==> src/rtl/ssc_pkg.sv <==
`timescale 1ns/1ps
package ssc_pkg;

   // Signed offset in permille for table index i (no zero entry).
   function automatic int step_offset_pm(input int i, input int half, input int pm);
      if (i < half) return (i - half) * pm;
      else          return (i - half + 1) * pm;
   endfunction

   // Rounded divider period for a given offset in permille.
   function automatic int unsigned div_period(input longint unsigned ref_hz,
                                              input longint unsigned nom_hz,
                                              input int offs_pm);
      longint unsigned num;
      longint unsigned den;
      num = ref_hz * 64'd2000;
      den = nom_hz * longint'(1000 + offs_pm);
      return int'((num / den + 64'd1) / 64'd2);
   endfunction

endpackage

==> src/rtl/ssc_step_seq.sv <==
`timescale 1ns/1ps
module ssc_step_seq #(
   parameter int unsigned HALF_STEPS = 4,
   parameter int unsigned DWELL_CYC  = 40800,
   localparam int unsigned STEPS = 2 * HALF_STEPS,
   localparam int unsigned IDX_W = $clog2(STEPS),
   localparam int unsigned DW_W  = $clog2(DWELL_CYC)
) (
   input  logic             clk,
   input  logic             rst,
   input  logic             en,
   output logic [IDX_W-1:0] idx
);
   localparam logic [IDX_W-1:0] START_IDX = IDX_W'(HALF_STEPS);
   localparam logic [IDX_W-1:0] TOP_IDX   = IDX_W'(STEPS - 1);
   localparam logic [DW_W-1:0]  DW_LAST   = DW_W'(DWELL_CYC - 1);

   logic [DW_W-1:0] dwell_q;
   logic            rising_q;

   always_ff @(posedge clk) begin
      if (rst || !en) begin
         dwell_q  <= '0;
         idx      <= START_IDX;
         rising_q <= 1'b1;
      end else if (dwell_q == DW_LAST) begin
         dwell_q <= '0;
         if (rising_q) begin
            if (idx == TOP_IDX) begin
               idx      <= idx - 1'b1;
               rising_q <= 1'b0;
            end else begin
               idx <= idx + 1'b1;
            end
         end else begin
            if (idx == '0) begin
               idx      <= idx + 1'b1;
               rising_q <= 1'b1;
            end else begin
               idx <= idx - 1'b1;
            end
         end
      end else begin
         dwell_q <= dwell_q + 1'b1;
      end
   end

endmodule

==> src/rtl/ssc_period_div.sv <==
`timescale 1ns/1ps
module ssc_period_div #(
   parameter int unsigned PER_W   = 7,
   parameter int unsigned NOM_PER = 80
) (
   input  logic             clk,
   input  logic             rst,
   input  logic [PER_W-1:0] next_per,
   output logic             pulse
);
   logic [PER_W-1:0] cnt_q;
   logic [PER_W-1:0] per_q;
   logic             wrap;

   assign wrap  = (cnt_q == per_q - 1'b1);
   assign pulse = (cnt_q == '0);

   always_ff @(posedge clk) begin
      if (rst) begin
         cnt_q <= '0;
         per_q <= PER_W'(NOM_PER);
      end else if (wrap) begin
         cnt_q <= '0;
         per_q <= next_per;
      end else begin
         cnt_q <= cnt_q + 1'b1;
      end
   end

endmodule

==> src/rtl/ssc_clkgen.sv <==
`timescale 1ns/1ps
module ssc_clkgen
   import ssc_pkg::*;
#(
   parameter int unsigned REF_HZ     = 240_000_000,
   parameter int unsigned NOM_HZ     = 3_000_000,
   parameter int unsigned HALF_STEPS = 4,
   parameter int unsigned STEP_PM    = 25,
   parameter int unsigned DWELL_US   = 170,
   localparam int unsigned STEPS     = 2 * HALF_STEPS,
   localparam int unsigned IDX_W     = $clog2(STEPS),
   localparam int unsigned DWELL_CYC = (REF_HZ / 1_000_000) * DWELL_US,
   localparam int unsigned NOM_PER   = div_period(REF_HZ, NOM_HZ, 0),
   localparam int unsigned MAX_PER   = div_period(REF_HZ, NOM_HZ, -int'(HALF_STEPS * STEP_PM)),
   localparam int unsigned MIN_PER   = div_period(REF_HZ, NOM_HZ, int'(HALF_STEPS * STEP_PM)),
   localparam int unsigned PER_W     = $clog2(MAX_PER + 1)
) (
   input  logic             clk_ref,
   input  logic             rst,
   input  logic             spread_en,
   output logic             sw_pulse,
   output logic [IDX_W-1:0] step_idx
);

   if (HALF_STEPS * STEP_PM >= 1000) begin : g_bad_span
      $error("spread span must stay below 100 percent");
   end
   if (REF_HZ % 1_000_000 != 0) begin : g_bad_ref
      $error("reference frequency must be a whole number of MHz");
   end
   if (MIN_PER < 2) begin : g_bad_ratio
      $error("reference too slow for the shortest period");
   end
   if (DWELL_CYC < 2) begin : g_bad_dwell
      $error("dwell must span at least two reference cycles");
   end

   logic [PER_W-1:0] per_tbl [STEPS];
   logic [PER_W-1:0] next_per;

   for (genvar g = 0; g < STEPS; g++) begin : g_tbl
      localparam int unsigned P = div_period(REF_HZ, NOM_HZ,
                                             step_offset_pm(g, HALF_STEPS, STEP_PM));
      assign per_tbl[g] = PER_W'(P);
   end

   assign next_per = spread_en ? per_tbl[step_idx] : PER_W'(NOM_PER);

   ssc_step_seq #(
      .HALF_STEPS(HALF_STEPS),
      .DWELL_CYC (DWELL_CYC)
   ) u_seq (
      .clk(clk_ref),
      .rst(rst),
      .en (spread_en),
      .idx(step_idx)
   );

   ssc_period_div #(
      .PER_W  (PER_W),
      .NOM_PER(NOM_PER)
   ) u_div (
      .clk     (clk_ref),
      .rst     (rst),
      .next_per(next_per),
      .pulse   (sw_pulse)
   );

endmodule

==> config.mk <==
export PLATFORM = sky130hd
export DESIGN_NAME = ssc_clkgen
export DESIGN_NICKNAME = d
export VERILOG_FILES = /design/src/rtl/ssc_pkg.sv /design/src/rtl/ssc_step_seq.sv /design/src/rtl/ssc_period_div.sv /design/src/rtl/ssc_clkgen.sv
export SDC_FILE = /design/constraint.sdc
export NUM_CORES = 1
export LEC_CHECK = 0
export BUFFER_PORTS_ARGS = -buffer_cell sky130_fd_sc_hd__clkbuf_2
export CORE_MARGIN = 2
export CORE_UTILIZATION = 54
export DETAILED_ROUTE_END_ITERATION = 8
export PLACE_DENSITY = 0.74
export SYNTH_ARGS = -nofsm -noshare
export SYNTH_HDL_FRONTEND = slang
export SYNTH_SLANG_ARGS = --single-unit
==> constraint.sdc <==
create_clock -name clk_ref -period 1.98 [get_ports clk_ref]
set_input_delay 0.099 -clock clk_ref [delete_from_list [all_inputs] [get_ports clk_ref]]
set_output_delay 0.099 -clock clk_ref [all_outputs]
set_load 0.005 [all_outputs]
# == Word-level counts from Yosys, hierarchy flattened ==
# Memory sizes are Yosys's and may differ from the RTL's.
# Index checks and enable logic that the tools add are counted.
# totals
register_bits,34
in_bits,3
rom_bits,56
memories,1
# op_classes
n_mux,9
n_lt_le_gt_ge,1
n_eq_ne,3
n_bitwise,1
n_addsub,5
reduce_logical,6
# mem_list
memory,words,width,rd,rd_ports_with_merged_regs,wr,line_no,source
(name not given),8,7,1,0,0,ssc_clkgen.sv:47,assign next_per = spread_en ? per_tbl[step_idx] : PER_W'(NOM_PER);
# op_table
operator,count
7-bit two-way mux,3
"16-bit by 1-bit adder with 16-bit output, second input constant",1
"16-bit == test, second input constant",1
3-bit two-way mux,3
"7-bit by 1-bit adder with 7-bit output, second input constant",1
7-bit == test,1
7-bit zero test,1
"7-bit by 1-bit subtractor with 7-bit output, second input constant",1
"4-bit >= comparator, second input constant",1
3-bit NOT with 4-bit output,1
2-bit OR reduction,2
"3-bit by 1-bit adder with 3-bit output, second input constant",1
"3-bit == test, second input constant",1
3-bit zero test,1
1-bit two-way mux,3
"3-bit by 1-bit subtractor with 3-bit output, second input constant",1
1-bit zero test,1
1-bit logical OR,1

# == Longest topological paths before layout ==
# Gate-level depths: netlist of run 1.
# logic_depth
word_depth,5
mapped_depth,8
mapped_depth_nobuf,8

# == Hierarchy ==
# Synthesis of run 1 repeated with hierarchy kept, for this count alone.
# unflattened
hier_cells,218
area_unflattened_um2,1869.3
# by_module_without_submodules
module,n_inst,area_each_um2,cells_each
ssc_step_seq,1,959.7,113
ssc_period_div,1,797.0,88
ssc_clkgen,1,112.6,17

# == Least setup slack after synthesis of run 1 ==
# OpenSTA, ideal clock, no wires.
# synth_timing
path_type,register -> register
startpoint,reg u_div.per_q[0]
endpoint,reg u_div.per_q[2]
path_slack_ns,0.123
arrival_ns,1.733
synth_period_minus_slack_ns,1.857
setup_time_ns,0.123
t_required_ns,1.857
stages_incl_launch_ff,8
path_cell_list,dfxtp_1 -> inv_1 -> ha_1 -> nor3b_1 -> a31oi_1 -> a31o_1 -> nor4_2 -> mux2_1
# synth_between
elab_chain_cells,2
# synth_rtl
element,line_no,source
from (decl),ssc_period_div.sv:12,logic [PER_W-1:0] per_q;
from (signal assigned),ssc_period_div.sv:21,per_q <= PER_W'(NOM_PER);
from (signal assigned),ssc_period_div.sv:24,per_q <= next_per;
7-bit by 1-bit subtractor with 7-bit output,ssc_period_div.sv:15,assign wrap = (cnt_q == per_q - 1'b1);
7-bit == test,ssc_period_div.sv:15,
# No other way between the ends.
# A chain may end at the register's enable or synchronous reset.

# == Worst setup path in the final report of run 1 ==
# layout_timing
startpoint,reg u_div.per_q[0]
endpoint,reg u_div.per_q[4]
# Same word-level chain as after synthesis.

==> results.txt, run 1 <==
After clock tree synthesis, the clock-pin slew on the worst setup and hold paths is 0.10 ns. The worst setup path is of the flip-flop to flip-flop kind. The synthesized netlist contains 36 unique library cells.

The placer's final routability congestion estimate is 0.8387. IR analysis of the VDD net gives a maximum drop of 0.0004333 V. After floorplanning, the core was sized to cover 2978 um2. In this run, the combinational gates consume 4.5% of the power. The final number of hold-violating endpoints was 0; the maximum fanout along the worst path was 7. Net switching component of the power: 258.4 uW. The tools report the number of buffers created by CTS as 5. The final layout contains 212 nets. The floorplan has 20 rows. The internal power of the cells totals 842.0 uW. In the global route stage, overall resource usage came out at 19.67%.

For this run, the leading register cell type out of synthesis is sky130_fd_sc_hd__dfxtp_1. Entering global routing, the biggest net connects 16 pins. Buffers placed on the I/O ports in this run total 6.

STA classifies the critical path endpoint as a flip-flop. The run finished with clean final reports. The run gives 0 as the aggregate global routing overflow. The reported leakage power was 0.7281 nW.

The most critical setup path has its endpoint at u_div.per_q[4]. The combined area of all synthesized cells was 1648 um2; the worst clock skew was 0.006982 ns. The clock root buffer was sky130_fd_sc_hd__clkbuf_4.

In the final layout, flip-flops and latches occupy 644.4 um2. Cells fill 62.18% of the core in the end. 0 antenna diodes ended up in the layout. For this block, the routed nets add up to 2962 um of wire. The detailed router finished its first iteration with 57 violations. The H-tree generated during clock tree synthesis spans 2 levels. Die extent in x: 59.24 um.

In this run the power density over the cells is 594.2 nW/um2. The number of optimization iterations in the first detailed-route pass was 4; the post-synthesis cell count was 184. The worst reg-to-reg path cell count works out to 9. TritonCTS built the clock tree.

Setup repair after global routing left no endpoint under its margin. The share of total power dissipated in sequential elements is 60.0%. Counting flops with a built-in enable in the synthesized netlist gives 0. The reg-to-reg critical path endpoint was u_div.per_q[4]. The startpoint identified for the worst register-to-register timing path is u_div.per_q[0].

Yosys printed 0 warnings. For the aggregate negative setup slack, the log shows 0 ns. Summing all multi-input logic gate instances after layout gives 996.0 um2.

The share of the Yosys chip area taken by registers is 38.88%. Of all flip-flops after synthesis, the portion carrying an async set or reset was 0%. The tools report the type of element launching the critical path as a flip-flop.

The tree built by TritonCTS fans out to 32 sinks. The worst pin sits at a relative slew slack of 64.72%. The total of flip-flops plus latches after synthesis is 32.

The run gives 0.33 ns as the clock latency at the later pin of the worst-skew pair. The clock network fraction of total power was 35.6%; the final critical delay including setup and external delays was 1.863 ns. For this run, the top clock speed supported by timing is 536.9 MHz. The worst hold path belongs to the class input port to flip-flop. Net count after synthesis: 197.

The final route contains 1265 vias. Per-cell routed wire length: 12.71 um. No sink is reached through more buffers than the 2 on the longest clock path.

The floorplan step defined a die boundary enclosing 3509 um2. 7 I/O pins were placed. In this run the mean area of a mapped cell was 8.956 um2. Data on the critical path is required at its endpoint by 2.24 ns. The run gives 0 as the setup-violating endpoint count in the final report. Max-cap violations in this run came to 0. The HPWL after detailed placement was 2200 um.

The post-route clock period utilization works out to 94.08%. The initial antenna violation count was 0. The first global-routing pass estimated 5223 um of wire. Once the floorplan was initialized, standard cells occupied 55.34% of the core. Remaining antenna violation count after routing: 0. For the worst setup path, the data arrival time is 2.12 ns.

The height of the chip is 59.24 um. Across all register-to-register paths, the minimum setup slack is 0.12 ns. Tracing the worst setup path back leads to its startpoint at u_div.per_q[0]. The area growth from synthesis to layout is 12.38%. The via-per-instance ratio came out at 5.429.

The tools report the post-route DRC violation count as 0. The switching power share of the total is 23.48%. The proportion of layout cells with a drive suffix above 1 is 20.00%, and the total count of max-transition violations in the final report is 0.

The tools report the count of filler cells inserted in the layout as 261. The number of global-route vias before repair came out at 1307. At the pin with the least slew margin, the transition time is 0.5291 ns.
==> repair_timing <==
item,4_1_cts,5_1_grt
hold buffers,0,0
setup endpoints to repair,5,8
gates resized for setup,1,15
setup buffers,0,2
hold endpoints to repair,0,0
==> cells in the final DEF (no fill, tap or decap), types with 2 or more instances in the layout <==
cell type and instances:
sky130_fd_sc_hd__dfxtp_2 3, sky130_fd_sc_hd__and2b_2 2, sky130_fd_sc_hd__nor3_1 6, sky130_fd_sc_hd__inv_1 8
sky130_fd_sc_hd__inv_2 2, sky130_fd_sc_hd__nand2b_1 6, sky130_fd_sc_hd__nand2_1 9, sky130_fd_sc_hd__clkbuf_2 6
sky130_fd_sc_hd__dfxtp_1 29, sky130_fd_sc_hd__clkinv_2 2, sky130_fd_sc_hd__nand3_1 9, sky130_fd_sc_hd__mux2i_1 5
sky130_fd_sc_hd__and3_1 6, sky130_fd_sc_hd__ha_1 9, sky130_fd_sc_hd__o21ai_0 3, sky130_fd_sc_hd__clkbuf_4 5
sky130_fd_sc_hd__buf_4 4, sky130_fd_sc_hd__nand4_1 3, sky130_fd_sc_hd__o211ai_1 2, sky130_fd_sc_hd__nor2_1 30
sky130_fd_sc_hd__xor2_1 12, sky130_fd_sc_hd__xnor2_1 13, sky130_fd_sc_hd__mux2_4 2, sky130_fd_sc_hd__nor3_2 3
==> cell usage after synthesis (2+ instances only) <==
master / number / area share [%]
sky130_fd_sc_hd__a21oi_1: 2 / 0.61
sky130_fd_sc_hd__and2b_2: 2 / 1.1
sky130_fd_sc_hd__and3_1: 6 / 2.3
sky130_fd_sc_hd__dfxtp_1: 32 / 39
sky130_fd_sc_hd__ha_1: 10 / 7.6
sky130_fd_sc_hd__inv_1: 10 / 2.3
sky130_fd_sc_hd__mux2_1: 2 / 1.4
sky130_fd_sc_hd__mux2i_1: 6 / 3.6
sky130_fd_sc_hd__nand2_1: 9 / 2.0
sky130_fd_sc_hd__nand2b_1: 6 / 2.3
sky130_fd_sc_hd__nand3_1: 9 / 2.7
sky130_fd_sc_hd__nand4_1: 3 / 1.1
sky130_fd_sc_hd__nor2_1: 30 / 6.8
sky130_fd_sc_hd__nor3_1: 8 / 2.4
sky130_fd_sc_hd__nor3b_1: 2 / 0.91
sky130_fd_sc_hd__o211ai_1: 2 / 0.91
sky130_fd_sc_hd__o21ai_0: 3 / 0.91
sky130_fd_sc_hd__xnor2_1: 13 / 6.9
sky130_fd_sc_hd__xor2_1: 12 / 6.4
==> flip-flops by register name, summed over array words and instances, names as in the netlist <==
name,cells
u_div.cnt_q,7
u_div.per_q,5
u_seq.dwell_q,16
u_seq.idx,3
u_seq.rising_q,1
==> critical path, stage by stage, from the launching register on <==
cell and delay (ns):
sky130_fd_sc_hd__dfxtp_2 0.34, sky130_fd_sc_hd__inv_2 0.07, sky130_fd_sc_hd__ha_4 0.13, sky130_fd_sc_hd__nor3b_4 0.19
sky130_fd_sc_hd__a31oi_1 0.06, sky130_fd_sc_hd__a31o_1 0.20, sky130_fd_sc_hd__nor4_2 0.26, sky130_fd_sc_hd__buf_4 0.19
sky130_fd_sc_hd__buf_6 0.14, sky130_fd_sc_hd__mux2i_2 0.21
==> metrics by stage <==
stage	std cells	hold WS (ns)	power, mW	worst slack (ns)	cell area, um2
4_1_cts	231	0.1032	1.112	0.00004863	1785
3_3_place_gp	223	0.4385	0.7196	0.08285	1719
2_1_floorplan	184	0.2328	0.7082	0.1233	1648
5_1_grt	233	0.1378	1.148	0.005316	1852
3_5_place_dp	223	0.4559	0.7222	-0.02104	1719
6_report	233	0.1227	1.100	0.1173	1852
==> metal layers <==
metal	track usage [%]	vias up	share of wire, %	wire, um
met5	0	-	0	0
met4	10.71	0	1.9	57
met3	4.803	6	2.7	80
met2	34.69	16	51	1504
met1	21.37	594	45	1320
li1	-	649	-	-
==> power by group through the flow <==
stage | registers [mW] | clock network, mW | logic (mW)
final | 0.660 | 0.391 | 0.0491
after detailed placement | 0.674 | 0 | 0.0478
after global placement | 0.674 | 0 | 0.0458
after global routing | 0.661 | 0.431 | 0.0558
after floorplan | 0.672 | 0 | 0.0363
after CTS | 0.659 | 0.405 | 0.0480
==> layout make-up <==
class                      instances  area share [%]
multi-input combinational        139           53.78
sequential                        32           34.80
timing repair buffer              11           3.851
clock buffer                       6           2.770
tap                               33           2.230
inverter                          10           2.027
clock inverter                     2          0.5405
==> cells by family (layout without fill, tap and decap cells) <==
kind of cell / Yosys count / in the layout / share of synthesized area, %
simple gates: 84 / 84 / 26.35
flops: 32 / 32 / 38.88
xor+xnor: 25 / 25 / 13.29
buf+inv: 13 / 29 / 3.645
compound gates: 11 / 11 / 4.556
fa+ha+maj: 10 / 10 / 7.593
mux: 9 / 9 / 5.695
==> worst min path at each step <==
stage | cells past startpoint | to | start
floorplan | 2 | u_seq.idx[2] | rst
global placement | 1 | u_seq.dwell_q[0] | u_seq.dwell_q[0]
detailed placement | 1 | u_seq.dwell_q[0] | u_seq.dwell_q[0]
CTS | 2 | u_div.cnt_q[1] | rst
global route | 2 | u_div.cnt_q[1] | rst
finish | 3 | u_seq.idx[2] | spread_en
Note: power is estimated with default switching activity, not from simulation.
==> inputs of run 2 (changes only) <==
PLACE_DENSITY = 0.73   (was 0.74)
SLEW_MARGIN = 20   (was unset)
==> results.txt, run 2 (synthesis gave the netlist of run 1 again) <==
The count of clock tree sinks came out at 32 (unchanged). The run finished with clean final reports. The maximum fanout along the worst path is 6 (was 7), and the post-detailed-routing wire length is 2907 um (was 2962 um). The logs give 2978 um2 (unchanged) for the area of the core and 20 (unchanged) for the floorplan row count. The largest net degree at the start of global routing was 16 (unchanged); the number of H-tree levels was 2 (unchanged). The die area was 3509 um2 (unchanged); the height of the chip was 59.24 um (unchanged). Worst setup path startpoint: u_div.per_q[0] (unchanged). The actual transition at the worst max-transition pin works out to 0.5460 ns (was 0.5291 ns).

The tools report the reg-to-reg critical path endpoint as u_div.per_q[3] (was u_div.per_q[4]). Number of cells on the worst hold path: 2 (was 3). The largest register by flop count was u_seq.dwell_q (unchanged). Final number of hold-violating endpoints: 0 (unchanged). The tools report the endpoint of the worst hold path as u_div.cnt_q[4] (was u_seq.idx[2]). The logs give 55.34% (unchanged) for the starting density of the core and 214 (was 212) for the total number of nets in the final design. The number of I/O pins is 7 (unchanged), and the via-per-instance ratio is 5.419 (was 5.429).

TritonCTS built the clock tree. Total count of max-transition violations in the final report: 0 (unchanged). The post-route clock period utilization is 97.65% (was 94.08%), and the starting DRC count in detailed routing is 32 (was 57).

The die extent in x was 59.24 um (unchanged). Most common library cell in the layout ignoring fill and taps: sky130_fd_sc_hd__dfxtp_1 (was sky130_fd_sc_hd__nor2_1). Registers with the most flip-flops: u_seq.dwell_q: 16 flops, u_div.cnt_q: 7 flops, u_div.per_q: 5 flops (unchanged). Path class of the lowest-slack min-delay path: input port to flip-flop (unchanged).

Minimum setup slack among reg-to-reg paths: 0.05 ns (was 0.12 ns). For the highest ir drop seen on vdd, the log shows 0.0005203 V (was 0.0004333 V). The tools report the headroom to the max-slew limit as 63.60% (was 64.72%).

The initial antenna violation count came out at 0 (unchanged). The synthesis-to-layout area growth is 10.33% (was 12.38%), and the worst reg-to-reg path cell count is 8 (was 9). The number of flip-flops in the largest register works out to 16 (unchanged).

The run gives 0.8073 (was 0.8387) as the placer's final routability congestion estimate. The tools report the endpoint kind of the worst setup timing path as a flip-flop (unchanged). The count of filler cells inserted in the layout is 266 (was 261).

The HPWL after detailed placement is 2088 um (was 2200 um), and the per-cell routed wire length is 12.42 um (was 12.71 um). The tools report the via count as 1268 (was 1265). The remaining antenna violation count after routing was 0 (unchanged); the first-pass GRT wire length was 4954 um (was 5223 um).

The post-placement cell area was 1719 um2 (unchanged). The critical path start-end classification was flip-flop to flip-flop (unchanged). The tools report the reported leakage power as 0.7195 nW (was 0.7281 nW). The type of element launching the critical path is a flip-flop (unchanged). The final critical delay including setup and external delays works out to 1.933 ns (was 1.863 ns). The final worst setup slack is 0.04659 ns (was 0.1173 ns). The tools report the worst endpoint data arrival time as 2.16 ns (was 2.12 ns). The setup-violating endpoint count in the final report is 0 (unchanged), and the worst slack at placement is -0.03979 ns (was -0.02104 ns). Fmax: 517.2 MHz (was 536.9 MHz). The number of optimization iterations in the first detailed-route pass was 4 (unchanged). The number of port buffers was 6 (unchanged); the critical path required time was 2.20 ns (was 2.24 ns). The antenna diode count was 0 (unchanged). The proportion of layout cells with a drive suffix above 1 is 15.42% (was 20.00%), and the cell area after layout is 1818 um2 (was 1852 um2). The logs give 0 (unchanged) for the post-route DRC violation count and 644.4 um2 (unchanged) for the area occupied by registers.

The maximum buffer depth of the clock tree is 2 (unchanged). The power density over the cells is 572.1 nW/um2 (was 594.2 nW/um2), and the aggregate negative setup slack is 0 ns (unchanged). The logs give 18.71% (was 19.67%) for the total routing usage reported by global routing and 0 (unchanged) for the aggregate global routing overflow. For the number of violations of the max-capacitance limit, the log shows 0 (unchanged).

The origin of the critical flop-to-flop path was u_div.per_q[0] (unchanged). Area of combinational cells with multiple inputs: 965.9 um2 (was 996.0 um2). Setup repair after global routing could not meet its margin everywhere. The worst hold slack after final layout was 0.1329 ns (was 0.1227 ns). Leading cell types in the layout, fill and taps excluded: sky130_fd_sc_hd__dfxtp_1, sky130_fd_sc_hd__nor2_1, sky130_fd_sc_hd__xnor2_1 (was sky130_fd_sc_hd__nor2_1, sky130_fd_sc_hd__dfxtp_1, sky130_fd_sc_hd__xnor2_1). The worst clock skew came out at 0.007112 ns (was 0.006982 ns). The startpoint of the worst hold path was rst (was spread_en). Clock root buffer: sky130_fd_sc_hd__clkbuf_4 (unchanged). The number of buffers created by CTS is 5 (unchanged), and the number of global-route vias before repair is 1184 (was 1307).

The clock-pin transition on the worst setup and hold timing paths was 0.09 ns (was 0.10 ns); the clock latency at the later pin of the worst-skew pair was 0.33 ns (about the same).
==> run 2: cell count changes in the layout (fill, tap and decap cells not counted), sizes merged <==
| cell | previous run | this run |
|---|---|---|
| buf | 5 | 7 |
| clkinv | 2 | 1 |
==> run 2: final cells by class <==
class,count,share of cell area [%]
Sequential cell,32,35.44
Tap cell,33,2.271
Multi-Input combinational cell,139,53.13
Inverter,10,2.065
Clock buffer,6,2.271
Clock inverter,1,0.2753
Timing Repair Buffer,13,4.542
==> run 2: report_power, final <==
part	internal [mW]	switching (mW)	total, mW
registers	0.649	0.00883	0.658
clock network	0.130	0.204	0.334
logic	0.0218	0.0261	0.0479
==> run 2: routing by layer <==
metal | part of all wire [%] | routed length (um) | global-route usage, % | up-vias
met5 | 0 | 0 | 0 | -
met4 | 2.3 | 68 | 8.766 | 0
met3 | 2.7 | 79 | 5.895 | 9
met2 | 50 | 1442 | 30.46 | 13
met1 | 45 | 1316 | 22.30 | 591
li1 | - | - | - | 655
==> run 2: worst max-delay path, cell delays in order (launching register included) <==
cell and delay (ns):
sky130_fd_sc_hd__dfxtp_4 0.36, sky130_fd_sc_hd__inv_1 0.06, sky130_fd_sc_hd__ha_2 0.18, sky130_fd_sc_hd__nor3b_4 0.20, sky130_fd_sc_hd__a31oi_1 0.06, sky130_fd_sc_hd__a31o_1 0.20, sky130_fd_sc_hd__nor4_2 0.26, sky130_fd_sc_hd__buf_4 0.19
sky130_fd_sc_hd__mux2_1 0.31
==> run 2: worst max path at each step <==
stage,to,slack [ns],depth (start not counted)
global route,u_div.per_q[2],-0.05,8
floorplan,u_div.per_q[2],0.12,7
detailed placement,u_div.per_q[3],-0.04,8
global placement,u_div.per_q[2],0.05,8
finish,u_div.per_q[3],0.05,8
CTS,u_div.per_q[3],0.005,8
==> run 2: metrics by stage <==
stage / power, mW / util [%] / cells
floorplan: 0.7082 / - / 184
global placement: 0.7190 / 57.73 / 223
detailed placement: 0.7212 / 57.73 / 223
CTS: 1.054 / 59.45 / 230
global route: 1.087 / 61.05 / 234
finish: 1.040 / 61.05 / 234
==> run 2: repair_timing <==
item,4_1_cts,5_1_grt
resized for setup,1,5
buffers inserted,0,4
hold buffers,0,0
endpoints found under the setup margin,2,3
==> inputs of run 3 (changes only) <==
RECOVER_POWER = 25   (was unset)
==> results.txt, run 3 (synthesis gave the netlist of run 1 again) <==
The per-cell routed wire length is 12.43 um (was 12.42 um). The worst reg-to-reg path cell count is 8 (unchanged), and the utilization after layout is 60.76% (was 61.05%). The post-route DRC violation count came out at 0 (unchanged). The number of port buffers was 6 (unchanged). For the area of combinational cells with multiple inputs, the log shows 960.9 um2 (was 965.9 um2). The total number of nets in the final design is 214 (unchanged).

Number of I/O pins: 7 (unchanged). Leading cell types in the layout, fill and taps excluded: sky130_fd_sc_hd__dfxtp_1, sky130_fd_sc_hd__nor2_1, sky130_fd_sc_hd__xnor2_1 (unchanged). For the starting DRC count in detailed routing, the log shows 34 (was 32).

The tools report the count of filler cells inserted in the layout as 266 (unchanged). The logs give 4954 um (unchanged) for the first-pass GRT wire length and 0 (unchanged) for the remaining antenna violation count after routing. The synthesis-to-layout area growth works out to 9.795% (was 10.33%). Via count: 1272 (was 1268). Setup-violating endpoint count in the final report: 0 (unchanged).

For the clock latency at the later pin of the worst-skew pair, the log shows 0.33 ns (about the same). Endpoint kind of the worst setup timing path: a flip-flop (unchanged). The power density over the cells was 574.0 nW/um2 (was 572.1 nW/um2). The initial antenna violation count was 0 (unchanged). For the area occupied by registers, the log shows 644.4 um2 (unchanged). For the worst slack at placement, the log shows -0.03979 ns (unchanged). The placer's final routability congestion estimate was 0.8073 (unchanged); the number of H-tree levels was 2 (unchanged). TritonCTS built the clock tree.

The number of buffers created by CTS came out at 5 (unchanged). The highest ir drop seen on vdd came out at 0.0005155 V (was 0.0005203 V). The tools report the minimum setup slack among reg-to-reg paths as 0.05 ns (about the same).

The maximum fanout along the worst path works out to 6 (unchanged). The area of the core is 2978 um2 (unchanged), and the height of the chip is 59.24 um (unchanged). The final critical delay including setup and external delays is 1.933 ns (about the same).

The worst clock skew came out at 0.008421 ns (was 0.007112 ns). The number of optimization iterations in the first detailed-route pass is 4 (unchanged). The critical path start-end classification is flip-flop to flip-flop (unchanged). Starting density of the core: 55.34% (unchanged). The number of flip-flops in the largest register works out to 16 (unchanged). The tools report the die area as 3509 um2 (unchanged). The final non-filler cell total came out at 234 (unchanged). The die extent in x was 59.24 um (unchanged).

The cell total after placement was 223 (unchanged). The cell area after layout was 1809 um2 (was 1818 um2). Clock root buffer: sky130_fd_sc_hd__clkbuf_4 (unchanged). The logs give 0 (unchanged) for the final number of hold-violating endpoints and 1719 um2 (unchanged) for the post-placement cell area. The tools report the floorplan row count as 20 (unchanged). The critical path required time was 2.20 ns (about the same). Registers with the most flip-flops: u_seq.dwell_q: 16 flops, u_div.cnt_q: 7 flops, u_div.per_q: 5 flops (unchanged). The post-detailed-routing wire length was 2908 um (was 2907 um); the reported leakage power was 0.7152 nW (was 0.7195 nW). Setup repair after global routing could not meet its margin everywhere.

The tools report the final worst setup slack as 0.04659 ns (about the same). The flow ran to the end, and the final reports show no timing, DRC or antenna violations. Number of cells on the worst hold path: 2 (unchanged).

The clock-pin transition on the worst setup and hold timing paths works out to 0.09 ns (about the same). The path class of the lowest-slack min-delay path is input port to flip-flop (unchanged). Antenna diode count: 0 (unchanged). The type of element launching the critical path is a flip-flop (unchanged). Aggregate global routing overflow: 0 (unchanged). The maximum buffer depth of the clock tree is 2 (unchanged). The logs give 32 (unchanged) for the count of clock tree sinks and 517.2 MHz (unchanged) for the fmax. The actual transition at the worst max-transition pin was 0.5373 ns (was 0.5460 ns); the largest net degree at the start of global routing was 16 (unchanged). The total chip power was 1.038 mW (was 1.040 mW); the post-route clock period utilization was 97.65% (about the same).

The worst hold slack after final layout is 0.1336 ns (was 0.1329 ns). Most common library cell in the layout ignoring fill and taps: sky130_fd_sc_hd__dfxtp_1 (unchanged). The tools report the number of global-route vias before repair as 1184 (unchanged). Largest register by flop count: u_seq.dwell_q (unchanged). Via-per-instance ratio: 5.436 (was 5.419). The logs give 64.18% (was 63.60%) for the headroom to the max-slew limit and 18.71% (unchanged) for the total routing usage reported by global routing. The HPWL after detailed placement is 2088 um (unchanged). The aggregate negative setup slack is 0 ns (unchanged), and the worst endpoint data arrival time is 2.16 ns (about the same). Total count of max-transition violations in the final report: 0 (unchanged). The proportion of layout cells with a drive suffix above 1 is 14.43% (was 15.42%), and the number of violations of the max-capacitance limit is 0 (unchanged).
## run 3: changes by cell type in the layout (fill, tap and decap cells not counted)
cell,change
sky130_fd_sc_hd__clkbuf_1,+1
sky130_fd_sc_hd__buf_4,-1
sky130_fd_sc_hd__nor3_2,-1
sky130_fd_sc_hd__nor3_1,+1
## run 3: metal layers
layer	up-vias	global-route usage (%)	share of wire [%]
met2	13	30.46	50
met4	0	8.766	2.3
met3	9	5.895	2.6
met5	-	0	0
li1	655	-	-
met1	595	22.30	45
## run 3: final timing paths
check                                      start                to
worst max-delay path              u_div.per_q[0]    u_div.per_q[3]
worst min-delay path                         rst    u_div.cnt_q[4]
worst max register to register    u_div.per_q[0]    u_div.per_q[3]
worst min register to register  u_seq.dwell_q[0]  u_seq.dwell_q[0]
## run 3: timing repair
action,in CTS,in global routing
resized for setup,1,5
endpoints found under the hold margin,0,0
buffers inserted,0,4
setup endpoints to repair,2,3
hold buffers,0,0
## run 3: report_power, final
part	total, mW	internal, mW	switching, mW	leakage (nW)
Sequential	0.658	0.649	0.00883	0.260
Combinational	0.0478	0.0218	0.0260	0.428
Clock	0.333	0.130	0.202	0.0281
## run 3: critical path, cell delays in order, from the launching register on
cell and delay (ns):
sky130_fd_sc_hd__dfxtp_4 0.36, sky130_fd_sc_hd__inv_1 0.06, sky130_fd_sc_hd__ha_2 0.18, sky130_fd_sc_hd__nor3b_4 0.20, sky130_fd_sc_hd__a31oi_1 0.06, sky130_fd_sc_hd__a31o_1 0.20, sky130_fd_sc_hd__nor4_2 0.26, sky130_fd_sc_hd__buf_4 0.19
sky130_fd_sc_hd__mux2_1 0.31
## run 3: cell type report
class / instances / share of cell area, %
clock buffer: 6 / 2.282
timing repair buffer: 13 / 4.357
sequential: 32 / 35.62
tap: 33 / 2.282
multi-input combinational: 139 / 53.11
inverter: 10 / 2.075
clock inverter: 1 / 0.2766
